## src/rtl/selfprog_pkg.sv

```systemverilog
package selfprog_pkg;
  localparam int B_EN  = 0;
  localparam int B_ERS = 1;
  localparam int B_WR  = 2;
  localparam int B_LCK = 3;
  localparam int B_RRE = 4;
  localparam int B_BSY = 6;

  typedef enum logic [2:0] {
    OP_NONE,
    OP_LOAD,
    OP_ERASE,
    OP_WRITE,
    OP_LOCK,
    OP_REEN
  } sp_op_e;

  typedef struct packed {
    logic rre;
    logic lck;
    logic wr;
    logic ers;
  } sp_cmd_t;
endpackage

```

## src/rtl/sp_arm_window.sv

```systemverilog
module sp_arm_window #(
  parameter int ARM_WIN = 4,
  parameter int RD_WIN  = 3
) (
  input  logic clk,
  input  logic rst_n,
  input  logic start,
  input  logic stop,
  output logic active,
  output logic last,
  output logic rd_open
);
  localparam int CW = $clog2(ARM_WIN + 1);
  localparam logic [CW-1:0] CNT_FULL = CW'(ARM_WIN);
  localparam logic [CW-1:0] RD_FLOOR = CW'(ARM_WIN - RD_WIN);

  logic [CW-1:0] cnt_q;

  always_ff @(posedge clk) begin
    if (!rst_n)           cnt_q <= '0;
    else if (start)       cnt_q <= CNT_FULL;
    else if (stop)        cnt_q <= '0;
    else if (cnt_q != '0) cnt_q <= cnt_q - 1'b1;
  end

  assign active  = (cnt_q != '0);
  assign last    = (cnt_q == CW'(1));
  assign rd_open = (cnt_q > RD_FLOOR);
endmodule

```

## src/rtl/sp_cmd_decode.sv

```systemverilog
module sp_cmd_decode
  import selfprog_pkg::*;
(
  input  logic    en,
  input  sp_cmd_t cmd,
  output sp_op_e  op
);
  always_comb begin
    op = OP_NONE;
    if (en) begin
      if (cmd.ers)      op = OP_ERASE;
      else if (cmd.wr)  op = OP_WRITE;
      else if (cmd.lck) op = OP_LOCK;
      else if (cmd.rre) op = OP_REEN;
      else              op = OP_LOAD;
    end
  end
endmodule

```

## src/rtl/sp_fuse_read.sv

```systemverilog
module sp_fuse_read (
  input  logic       clk,
  input  logic       rst_n,
  input  logic       take,
  input  logic       sel_fuse,
  input  logic [7:0] lock_bits,
  input  logic [7:0] fuse_bits,
  output logic       rd_valid,
  output logic [7:0] rd_data
);
  always_ff @(posedge clk) begin
    if (!rst_n) begin
      rd_valid <= 1'b0;
      rd_data  <= '0;
    end else begin
      rd_valid <= take;
      if (take) rd_data <= sel_fuse ? fuse_bits : lock_bits;
    end
  end
endmodule

```

## src/rtl/selfprog_ctl.sv

```systemverilog
module selfprog_ctl
  import selfprog_pkg::*;
#(
  parameter int ZW              = 16,
  parameter int PAGE_BITS       = 7,
  parameter int NRWW_FIRST_PAGE = 448,
  parameter int ARM_WIN         = 4,
  parameter int RD_WIN          = 3
) (
  input  logic                    clk,
  input  logic                    rst_n,
  input  logic                    csr_we,
  input  logic [7:0]              csr_wdata,
  output logic [7:0]              csr_rdata,
  input  logic                    st_strobe,
  input  logic                    ld_strobe,
  input  logic [ZW-1:0]           zptr,
  input  logic [7:0]              r0,
  input  logic [7:0]              r1,
  input  logic                    flash_done,
  input  logic                    buf_filling,
  input  logic [7:0]              lock_bits,
  input  logic [7:0]              fuse_bits,
  output logic                    cmd_erase,
  output logic                    cmd_write,
  output logic                    cmd_lock,
  output logic                    cmd_load,
  output logic [ZW-PAGE_BITS-1:0] page_addr,
  output logic [ZW-1:0]           load_addr,
  output logic [15:0]             load_data,
  output logic [7:0]              lock_wdata,
  output logic                    rww_blocked,
  output logic                    halt_req,
  output logic                    buf_abort,
  output logic                    rd_valid,
  output logic [7:0]              rd_data
);
  localparam int PW = ZW - PAGE_BITS;
  localparam logic [PW-1:0] NRWW_PG = PW'(NRWW_FIRST_PAGE);

  logic    en_q, op_busy_q, rww_q, halt_q;
  sp_cmd_t cmd_q, cmd_w;
  sp_op_e  op;
  logic    win_active, win_last, win_rd_open;
  logic    fire, wr_ok, expire, rd_take;
  logic [PW-1:0] z_page;
  logic    z_nrww;

  assign cmd_w  = sp_cmd_t'(csr_wdata[B_RRE:B_ERS]);
  assign z_page = zptr[ZW-1:PAGE_BITS];
  assign z_nrww = (z_page >= NRWW_PG);

  assign fire   = st_strobe && en_q && !op_busy_q && win_active;
  assign wr_ok  = csr_we && !op_busy_q && !fire &&
                  ($countones(csr_wdata[B_RRE:B_ERS]) <= 1);
  assign expire = win_last && en_q && !op_busy_q && !fire && !wr_ok;
  assign rd_take = ld_strobe && en_q && cmd_q.lck && !op_busy_q && win_rd_open;

  sp_arm_window #(.ARM_WIN(ARM_WIN), .RD_WIN(RD_WIN)) u_win (
    .clk     (clk),
    .rst_n   (rst_n),
    .start   (wr_ok && csr_wdata[B_EN]),
    .stop    (fire || (wr_ok && !csr_wdata[B_EN])),
    .active  (win_active),
    .last    (win_last),
    .rd_open (win_rd_open)
  );

  sp_cmd_decode u_dec (
    .en  (en_q),
    .cmd (cmd_q),
    .op  (op)
  );

  sp_fuse_read u_rd (
    .clk       (clk),
    .rst_n     (rst_n),
    .take      (rd_take),
    .sel_fuse  (zptr[0]),
    .lock_bits (lock_bits),
    .fuse_bits (fuse_bits),
    .rd_valid  (rd_valid),
    .rd_data   (rd_data)
  );

  // Armed state, section busy and halt
  always_ff @(posedge clk) begin
    if (!rst_n) begin
      en_q      <= 1'b0;
      cmd_q     <= '0;
      op_busy_q <= 1'b0;
      rww_q     <= 1'b0;
      halt_q    <= 1'b0;
    end else if (op_busy_q) begin
      if (flash_done) begin
        en_q      <= 1'b0;
        cmd_q     <= '0;
        op_busy_q <= 1'b0;
        halt_q    <= 1'b0;
      end
    end else if (fire) begin
      unique case (op)
        OP_LOAD: begin
          op_busy_q <= 1'b1;
          rww_q     <= 1'b0;
        end
        OP_ERASE, OP_WRITE: begin
          op_busy_q <= 1'b1;
          if (z_nrww) halt_q <= 1'b1;
          else        rww_q  <= 1'b1;
        end
        OP_LOCK: op_busy_q <= 1'b1;
        OP_REEN: begin
          rww_q <= 1'b0;
          en_q  <= 1'b0;
          cmd_q <= '0;
        end
        default: ;
      endcase
    end else if (wr_ok) begin
      en_q  <= csr_wdata[B_EN];
      cmd_q <= csr_wdata[B_EN] ? cmd_w : '0;
    end else if (expire) begin
      en_q  <= 1'b0;
      cmd_q <= '0;
    end
  end

  // Command pulses and captured operands
  always_ff @(posedge clk) begin
    if (!rst_n) begin
      cmd_erase  <= 1'b0;
      cmd_write  <= 1'b0;
      cmd_lock   <= 1'b0;
      cmd_load   <= 1'b0;
      buf_abort  <= 1'b0;
      page_addr  <= '0;
      load_addr  <= '0;
      load_data  <= '0;
      lock_wdata <= '0;
    end else begin
      cmd_erase <= fire && (op == OP_ERASE);
      cmd_write <= fire && (op == OP_WRITE);
      cmd_lock  <= fire && (op == OP_LOCK);
      cmd_load  <= fire && (op == OP_LOAD);
      buf_abort <= wr_ok && csr_wdata[B_EN] && cmd_w.rre && buf_filling;
      if (fire && (op == OP_ERASE || op == OP_WRITE)) page_addr <= z_page;
      if (fire && op == OP_LOAD) begin
        load_addr <= zptr;
        load_data <= {r1, r0};
      end
      if (fire && op == OP_LOCK) lock_wdata <= r0;
    end
  end

  assign rww_blocked = rww_q;
  assign halt_req    = halt_q;
  assign csr_rdata   = {1'b0, rww_q, 1'b0, cmd_q.rre, cmd_q.lck,
                        cmd_q.wr, cmd_q.ers, en_q};
endmodule

```

## config.mk

```make
export PLATFORM = sky130hd
export DESIGN_NAME = selfprog_ctl
export DESIGN_NICKNAME = d
export VERILOG_FILES = /design/src/rtl/selfprog_pkg.sv /design/src/rtl/sp_arm_window.sv /design/src/rtl/sp_cmd_decode.sv /design/src/rtl/sp_fuse_read.sv /design/src/rtl/selfprog_ctl.sv
export SDC_FILE = /design/constraint.sdc
export NUM_CORES = 1
export LEC_CHECK = 0
export BUFFER_PORTS_ARGS = -buffer_cell sky130_fd_sc_hd__buf_4
export CAP_MARGIN = 20
export CORE_MARGIN = 2
export CORE_UTILIZATION = 35
export DETAILED_ROUTE_END_ITERATION = 10
export GPL_TIMING_DRIVEN = 0
export SYNTH_ARGS = -nofsm -noshare
export SYNTH_HDL_FRONTEND = slang
export SYNTH_HIERARCHICAL = 1
export SYNTH_SLANG_ARGS = --single-unit
```

## constraint.sdc

```tcl
create_clock -name clk -period 6.93 [get_ports clk]
set_input_delay 1.0395 -clock clk [delete_from_list [all_inputs] [get_ports clk]]
set_output_delay 1.0395 -clock clk [all_outputs]
set_load 0.03 [all_outputs]
```

==> results of run 1 <==
==> cell usage after synthesis (2+ instances only) <==
cell / count / area [µm²]
and3_1: 3 / 18.77
nand3_1: 2 / 10.01
nand2_1: 72 / 270.3
a21oi_1: 44 / 220.2
mux2i_1: 25 / 250.2
nand2b_1: 2 / 12.51
dfxtp_1: 74 / 1481
clkbuf_1: 14 / 52.55
buf_4: 5 / 37.54
nor3_2: 2 / 20.02
nor2_1: 30 / 112.6
or3_1: 2 / 12.51
o21ai_0: 9 / 45.04
nor3b_1: 2 / 15.01
ha_1: 7 / 87.58
o21a_1: 3 / 22.52
o2bb2ai_1: 4 / 35.03
inv_1: 11 / 41.29
o21bai_1: 2 / 15.01
buf_6: 4 / 45.04
==> report_power, final <==
part | total [mW] | switching [mW] | leakage [nW] | internal (mW)
combinational | 0.135 | 0.0680 | 1.25 | 0.0667
sequential | 0.445 | 0.0104 | 0.597 | 0.435
clock | 0.365 | 0.161 | 0.107 | 0.204
total | 0.945 | 0.239 | 1.95 | 0.706
==> final cells by class <==
cell class / instances / area share [%]
flip-flops and latches: 74 / 34.12
multi-input cells: 231 / 31.21
repair buffers: 130 / 22.48
plain buffers: 23 / 3.112
well taps: 105 / 3.026
clock buffers: 10 / 2.939
clock inverters: 6 / 2.075
inverters: 12 / 1.037
==> worst max-delay path by stage <==
stage | to | slack (ns) | depth (start not counted) | startpoint
floorplan | en_q | 3.74 | 10 | csr_wdata[1]
CTS | csr_rdata[2] | 3.73 | 11 | csr_wdata[1]
global route | csr_rdata[4] | 3.48 | 11 | csr_wdata[1]
global placement | csr_rdata[2] | 3.37 | 11 | csr_wdata[1]
finish | csr_rdata[2] | 3.72 | 11 | csr_wdata[1]
detailed placement | csr_rdata[3] | 3.36 | 11 | csr_wdata[1]
==> placed cells by master, fill, tap and decap left out, types with 2 or more instances in the layout <==
| master | netlist | routed |
|---|---|---|
| clkbuf_1 | 14 | 15 |
| nor2_1 | 30 | 30 |
| dfxtp_1 | 74 | 74 |
| clkbuf_8 | 0 | 9 |
| and3_1 | 3 | 3 |
| mux2i_1 | 25 | 25 |
| inv_1 | 11 | 11 |
| ha_1 | 7 | 7 |
| or3_1 | 2 | 2 |
| nand2b_1 | 2 | 2 |
| nor3b_1 | 2 | 2 |
| o21ai_0 | 9 | 9 |
| nand2_1 | 72 | 72 |
| conb_1 | 1 | 2 |
| nand3_1 | 2 | 2 |
| buf_6 | 4 | 4 |
| o21a_1 | 3 | 3 |
| o2bb2ai_1 | 4 | 4 |
| bufinv_16 | 0 | 2 |
| o21bai_1 | 2 | 2 |
| nor3_2 | 2 | 2 |
| buf_4 | 5 | 135 |
| a21oi_1 | 44 | 44 |
==> registers in the layout, summed over array words and instances (netlist names) <==
signal and cells:
halt_req 1, cmd_load 1, buf_abort 1, cmd_lock 1
page_addr 9, csr_rdata 4, load_data 16, cmd_write 1
lock_wdata 8, en_q 1, op_busy_q 1, load_addr 16
u_rd/rd_data 8, u_win/cnt_q 3, rww_blocked 1, cmd_erase 1
u_rd/rd_valid 1
==> per-stage QoR <==
step	hold WS (ns)	power, mW
after floorplan	0.4838	0.5391
after global placement	0.4447	0.5877
after detailed placement	0.4487	0.5914
after CTS	0.4600	0.9580
after global routing	0.4807	0.9985
final	0.4567	0.9449
==> logic make-up after synthesis <==
logic type                 share of synthesized area, %
other                                            0.1245
muxes                                             8.306
adders and majority gates                         3.571
buffers and inverters                             5.980
and+or+nand+nor                                   18.90
xor gates and xnor gates                         0.5815
DFF                                               49.17
AOI/OAI and AO/OA                                 13.37
==> critical path, cell delays in order <==
cell and delay (ns):
buf_4 0.08, inv_1 0.04, fa_1 0.52, inv_1 0.04, ha_1 0.19, inv_1 0.08
ha_1 0.22, nor3b_1 0.23, o21ai_0 0.17, a311oi_1 0.64, o2bb2ai_1 0.14
==> metal layers <==
| layer | track usage [%] | vias up |
|---|---|---|
| li1 | - | 1403 |
| met1 | 20.98 | 1242 |
| met2 | 25.37 | 80 |
| met3 | 4.986 | 11 |
| met4 | 5.525 | 0 |
| met5 | 0 | - |
==> results.md, run 1 <==
- Status: completed
- Clk sink count: 74
- Seq/Total Area, Yosys: slightly below 50%
- Port buffer count: 130
- Post-CTS sizing: 0
- Vias/cell: 4.629
- Cell row count: 33
- R2R Setup Slk: ~4.6 ns
- Synth Instances: 339
- Critical Path AT: 3.41 ns
- Peak supply drop: 0.00009948 V
- Reg2reg path depth: 9
- Worst Skew: ~0.0088 ns
- RR Endpoint: load_data[15]
- Multi-input logic area: 1355 µm²
- Slew @ Worst Pin: roughly 0.84 ns
- Post-synth ARST share: 0%
- Fin nets: approximately 550
- Prevailing post-synth register cell: dfxtp_1
- Initial Util: a little over a third
- Setup CP Type: in2reg
- Post-DP HPWL: 5835 µm
- Yosys Warn Count: 6
- EDFF count, synth: 0
- Antenna-violating nets left: 0
- Final worst path period need: 3.213 ns
- M1 wire length: 3459 µm
- Core Box Area: 8299 µm²
- Worst min-delay path startpoint: load_addr[10]
- # DRC: 0
- WL met2: 3476 µm
- Power Density: 217.6 nW/µm²
- CTS Buf Count: 9
- Dpl cells: 575
- Die H: 96.78 µm
- Die width: between 90 and 100 µm
- Skew-Pair Late Insertion Delay: ~0.34 ns
- First-pass DRT Iterations: 5
- DR WL/cell: 12.80 µm
- DIE AREA: 9366 µm²
- Placement Cell Area: 4124 µm²
- Number of setup buffers added after CTS: 0
- Synthesized area: 3013 µm²
- #FFs+latches synth: 74
- Critical Path RT: 7.13 ns
- Hold_buf cts: 0
- Worst R2R Start: u_win/cnt_q[0]
- Hold Violations, Final: 0
- Relative slew slack: around 44%
- Final TNS setup: 0 ns
- Total GRT Usage: roughly 16%
- Initial antenna violation count: 0
- IO Pins: 136
- Max Slew Vio Count: 0
- Final setup fails: 0
- CTS tree: done
- First-pass GRT wire length: 12470 µm
- Cells on Worst Hold Path: 2
- Iter 0 DRT Violations: 41
- Clock buffer depth: 2
- Diodes inserted: 0
- Via count: around 2700
- DR WL met3: 508 µm
- Setup ws final: 3.717 ns
- Final instance area: roughly 4300 µm²
- Largest net degree at the start of global routing: 14
- H-tree levels: 3
- Crit path max fanout: 5
- GP Congestion: approximately 0.73
- Ratio of cells with drive above 1 in the final layout: between 30 and 40%
- Crit share post-route: 46.36%
- Leak: 1.954 nW
- Reg area: roughly 1500 µm²
- Clk root buf: clkbuf_8
- Final Core Density: between 50% and 60%
- Syn avg cell area: 8.888 µm²
- Post-Route WL: between 7000 and 8000 µm
- Unrepaired setup endpoints after global routing: no
- Pre-CTS setup slack: roughly 3.4 ns
- Area delta synth->final: 44.10%
- Final cell count without fillers: 591
- CP startpoint kind: input pin
- MaxCap Viol Count: 0
- Hold endpoint: load_addr[10]
- HP Class: reg2reg
- Fillcell total: 807
- Vias in the first global route: 2610
- Max frequency: 0.3113 GHz
- Clock-pin slew on the worst setup and hold paths: 0.08 ns
- CP endpoint kind: flip-flop
- Top layer in use: met4
- Yosys cell types: 42
- Total grt overflow: 0
No activity file was read; power rests on OpenSTA's default activity.
==> run 2, diff against run 1 <==
==> constraint.sdc (replaced) <==
create_clock -name clk -period 2.65 [get_ports clk]
set_input_delay 0.3975 -clock clk [delete_from_list [all_inputs] [get_ports clk]]
set_output_delay 0.3975 -clock clk [all_outputs]
set_load 0.03 [all_outputs]
==> run 2 against run 1 <==
Net effect: non-clock buffer count unchanged; sequential power increased to 2.6 times the previous value; total power increased to 2.6 times the previous value; count of clock-buffer cells in the layout unchanged; clock power increased to 2.6 times the previous value; sequential cell count unchanged; wire length increased by 0.54%; first-iteration DRC count increased by 9.8%; design area increased by 0.14%; critical path depth unchanged.
==> results.md, run 2 (same netlist as run 1, synthesis figures left out) <==
- Status: completed
- Leak: 1.956 nW
- Cell row count: 33
- Area delta synth->final: 44.31%
- Via count: 2736
- Max Slew Vio Count: 0
- IO Pins: around 140
- Total grt overflow: 0
- CP endpoint kind: flip-flop
- Final setup fails: 0
- Largest registers: load_addr (16), load_data (16), page_addr (9)
- Crit share post-route: 88.96%
- MaxCap Viol Count: 0
- # DRC: 0
- Clock buffer depth: 2
- Max frequency: around 0.42 GHz
- Hold_ws: 0.2741 ns
- Die width: 96.78 µm
- Antenna-violating nets left: 0
- CTS tree: done
- M1 wire length: roughly 3500 µm
- Ratio of cells with drive above 1 in the final layout: 33.54%
- Setup CP Type: in2reg
- Combinational Power Share: around 14%
- Skew-Pair Late Insertion Delay: 0.34 ns
- Post-DP HPWL: 5835 µm
- Initial Util: between 30% and 40%
- Clk sink count: 74
- Relative slew slack: 44.11%
- Peak supply drop: ~0.00026 V
- WL met2: 3499 µm
- Initial antenna violation count: 0
- Switching share of power: 25.34%
- DR WL met3: 516 µm
- GP Congestion: 0.7295
- Crit path max fanout: 5
- Top layer in use: met4
- Vias in the first global route: 2610
- Clock power share: 38.6%
- Die H: 96.78 µm
- Clk root buf: clkbuf_8
- Final instance area: ~4300 µm²
- Critical Path AT: 2.57 ns
- Switch Pwr: 0.6272 mW
- Critical Path RT: ~2.9 ns
- DIE AREA: 9366 µm²
- Hold_buf cts: 0
- First-pass DRT Iterations: 5
- Cell internal pwr: 1.848 mW
- Most frequent cells in the layout: buf_4, dfxtp_1, nand2_1
- Post-Route WL: 7604 µm
- Sequential Power Share: 47.1%
- Final TNS setup: 0 ns
- Final worst path period need: 2.358 ns
- Total GRT Usage: between 10% and 20%
- Port buffer count: 130
- Core Box Area: 8299 µm²
- Placement Cell Area: 4124 µm²
- Fin nets: 552
- Vias/cell: 4.629
- Largest net degree at the start of global routing: 14
- HP Class: in2reg
- Number of setup buffers added after CTS: 0
- Diodes inserted: 0
- DR WL/cell: 12.87 µm
- Hold Violations, Final: 0
- Iter 0 DRT Violations: 45
- Slew @ Worst Pin: 0.8366 ns
- H-tree levels: 3
- Worst Skew: 0.009035 ns
- First-pass GRT wire length: 12470 µm
- Clock-pin slew on the worst setup and hold paths: 0.07 ns
- Unrepaired setup endpoints after global routing: no
- Final cell count without fillers: 591
- Commonest non-fill, non-tap cell in the layout: buf_4
- Final Core Density: 52.39%
- Dpl cells: 575
- CP startpoint kind: input pin
- Power Density: 569.2 nW/µm²
- CTS Buf Count: 9
-- run 2: final cells by class --
type                    count  area [µm²]
inverters                  12       45.04
plain buffers              23       135.1
well taps                 105       131.4
clock inverters             6       90.09
fillers                   807        3951
clock buffers              10       127.6
multi-input cells         231        1361
repair buffers            130       975.9
flip-flops and latches     74        1481
-- run 2: repair_timing --
item | CTS | global route
resized for setup | 0 | 1
hold endpoints to repair | 0 | 0
setup endpoints to repair | 0 | 5
-- run 2: layer usage --
layer  up-vias  GRT usage [%]
met2        80          25.37
met4         0          5.525
met3        11          4.986
met1      1242          20.98
li1       1403              -
met5         -              0
-- run 2: critical path, cell delays in order --
cell and delay (ns):
buf_4 0.08, inv_1 0.04, fa_1 0.52, inv_1 0.04, ha_1 0.19, inv_1 0.08, ha_1 0.22, nor3b_1 0.23
o21ai_0 0.19, a311oi_2 0.44, o2bb2ai_1 0.12
-- run 2: power by group through the flow --
| stage | logic, mW | clock network (mW) | registers, mW |
|---|---|---|---|
| 2_1_floorplan | 0.214 | 0 | 1.20 |
| 3_3_place_gp | 0.347 | 0 | 1.19 |
| 3_5_place_dp | 0.355 | 0 | 1.19 |
| 4_1_cts | 0.356 | 0.984 | 1.16 |
| 5_1_grt | 0.397 | 1.05 | 1.17 |
| 6_report | 0.354 | 0.956 | 1.16 |
-- run 2: final timing paths --
kind | cells past startpoint | slack (ns) | to | startpoint
min reg2reg | 2 | 0.46 | load_addr[10] | load_addr[10]
max reg2reg | 9 | 0.33 | load_data[15] | u_win/cnt_q[0]
max | 11 | 0.29 | csr_rdata[2] | csr_wdata[1]
min | 2 | 0.27 | csr_rdata[1] | csr_wdata[1]
-- run 2: per-stage QoR --
step	setup slack, ns	power (mW)
floorplan	0.1041	1.410
global route	0.07191	2.614
global placement	-0.2681	1.537
finish	0.2925	2.475
CTS	0.09175	2.505
detailed placement	-0.2792	1.547
==> run 3, diff against run 2 <==
--- a/config.mk
+++ b/config.mk
@@ -8,9 +8,11 @@
 export BUFFER_PORTS_ARGS = -buffer_cell sky130_fd_sc_hd__buf_4
 export CAP_MARGIN = 20
 export CORE_MARGIN = 2
-export CORE_UTILIZATION = 35
+export CORE_UTILIZATION = 40
 export DETAILED_ROUTE_END_ITERATION = 10
 export GPL_TIMING_DRIVEN = 0
+export MAX_ROUTING_LAYER = met4
+export PLACE_DENSITY = 0.72
 export SYNTH_ARGS = -nofsm -noshare
 export SYNTH_HDL_FRONTEND = slang
 export SYNTH_HIERARCHICAL = 1
==> run 3 against run 2 <==
Net effect: non-clock buffer count unchanged; count of clock-buffer cells in the layout is the same; maximum frequency decreased by 3.2%; die area shrank 12%; total power fell by 6.6%; sequential power hardly changed; first-iteration DRC count up 130%; critical path depth stayed put; highest routed layer unchanged.
==> results.md, run 3 (same netlist as run 1, synthesis figures left out) <==
- Status: completed
- Relative slew slack: approximately two fifths
- Antenna-violating nets left: 0
- Clock-pin slew on the worst setup and hold paths: 0.08 ns
- Area delta synth->final: 42.77%
- Worst R2R Start: u_win/cnt_q[0]
- Power Density: 537.4 nW/µm²
- Cell row count: 31
- IO Pins: 136
- Crit share post-route: 91.91%
- CP endpoint kind: flip-flop
- Diodes inserted: 0
- Largest net degree at the start of global routing: 14
- HP Class: in2reg
- MaxCap Viol Count: 0
- Total grt overflow: 0
- First-pass GRT wire length: 12630 µm
- Commonest non-fill, non-tap cell in the layout: buf_4
- Clock buffer depth: 2
- Iter 0 DRT Violations: roughly 100
- Ratio of cells with drive above 1 in the final layout: between 30% and 40%
- Number of setup buffers added after CTS: 0
- Fillcell total: 686
- Unrepaired setup endpoints after global routing: no
- Via count: between 2000 and 3000
- Max frequency: 0.4106 GHz
- CTS Buf Count: 9
- Hold_ws: between 0.2 and 0.3 ns
- Reg area: 1481 µm²
- Clk sink count: 74
- Total GRT Usage: 19.47%
- Crit path max fanout: 5
- Vias in the first global route: 2725
- Peak supply drop: around 0.00024 V
- CP startpoint kind: input pin
- Skew-Pair Late Insertion Delay: 0.34 ns
- Hold Violations, Final: 0
- Initial antenna violation count: 0
- Final setup fails: 0
- GP Congestion: 0.7638
- Core Box Area: 7292 µm²
- Critical path buffer and inverter count: 4
- Port buffer count: 130
- CTS tree: done
- Final TNS setup: 0 ns
- DR WL/cell: ~13 µm
- DIE AREA: 8243 µm²
- Critical Path AT: 2.65 ns
- Hold endpoint: csr_rdata[1]
- Worst min-delay path startpoint: csr_wdata[1]
- Max Slew Vio Count: 0
- Multi-input logic area: between 1000 and 1500 µm²
- Post-DP HPWL: 5776 µm
- H-tree levels: 3
- Largest registers: load_addr (16), load_data (16), page_addr (9)
- Slew @ Worst Pin: 0.8812 ns
- Hold_buf cts: 0
- First-pass DRT Iterations: 4
- Critical Path RT: between 2 and 3 ns
- Crit-path max cell delay: 0.53 ns
- Leak: 1.934 nW
- Crit-path slowest cell: fa_1
- Worst Skew: 0.005004 ns
- R2R Setup Slk: 0.36 ns
- Reg2reg path depth: 9
- Setup CP Type: in2reg
- Clk root buf: clkbuf_8
- CP cell instances: buf_4 > inv_1 > fa_1 > inv_1 > ha_1 > inv_1 > ha_1 > nor3b_1 > o21ai_0 > a311oi_2 > o2bb2ai_1
- Crit path launch: csr_wdata[1]
- Most frequent cells in the layout: buf_4, dfxtp_1, nand2_1
- Die H: roughly 91 µm
- Placement Cell Area: slightly above 4000 µm²
- Final worst path period need: 2.435 ns
- Final instance area: between 4000 and 5000 µm²
- # DRC: 0
- Fin nets: 552
- CP dominant cell by count: inv_1
- Initial Util: between 40% and 50%
- Die width: ~91 µm
- RR Endpoint: page_addr[3]
- Post-Route WL: about 7600 µm
- Top delay family on crit path: adder cells
- Vias/cell: ~4.7
- Cells on Worst Hold Path: 2
-- run 3: changes by cell type in the layout (fill, tap and decap cells not counted) --
cell        previous run  this run
bufinv_16              2         0
clkbuf_1              15        14
clkbuf_8               9        10
clkinv_2               1         2
clkinv_4               1         0
clkinvlp_4             1         3
-- run 3: timing repair --
action,in CTS,in global routing
resized for setup,0,1
endpoints found under the setup margin,0,5
endpoints found under the hold margin,0,0
-- run 3: routing by layer --
metal  part of all wire [%]  track usage [%]  routed length, µm  vias up
met1                     45            23.67               3450     1254
met4                    1.8            7.576                136        0
met3                    6.9            4.841                521       11
met5                      0                -                  0        -
met2                     46            31.22               3488      103
li1                       -                -                  -     1405
-- run 3: cell type report --
type	count	area share (%)
Clock buffer	10	3.200
Sequential cell	74	34.44
Inverter	12	1.047
Multi-Input combinational cell	231	31.65
Clock inverter	6	0.9599
Tap cell	99	2.880
Timing Repair Buffer	130	22.69
Buffer	23	3.141
-- run 3: report_power, final --
group | total, mW | switching [mW] | internal (mW)
Sequential | 1.17 | 0.0282 | 1.14
Combinational | 0.355 | 0.179 | 0.176
Clock | 0.791 | 0.426 | 0.365
-- run 3: how the worst max path moves through the flow --
stage                      to  slack [ns]  cells past startpoint
3_3_place_gp     csr_rdata[2]       -0.25                     11
3_5_place_dp     csr_rdata[3]       -0.34                     11
4_1_cts          csr_rdata[4]        0.04                     11
6_report         csr_rdata[2]        0.21                     11
2_1_floorplan            en_q        0.10                     10
5_1_grt        u_win/cnt_q[1]        0.03                     13
-- run 3: per-stage QoR --
| stage | instances | power (mW) | util (%) | setup WS, ns |
|---|---|---|---|---|
| 4_1_cts | 585 | 2.331 | 58.91 | 0.03874 |
| 6_report | 585 | 2.312 | 58.99 | 0.2145 |
| 5_1_grt | 585 | 2.443 | 58.99 | 0.03252 |
| 3_3_place_gp | 569 | 1.533 | 56.45 | -0.2490 |
| 3_5_place_dp | 569 | 1.547 | 56.45 | -0.3431 |
| 2_1_floorplan | 340 | 1.410 | - | 0.1041 |
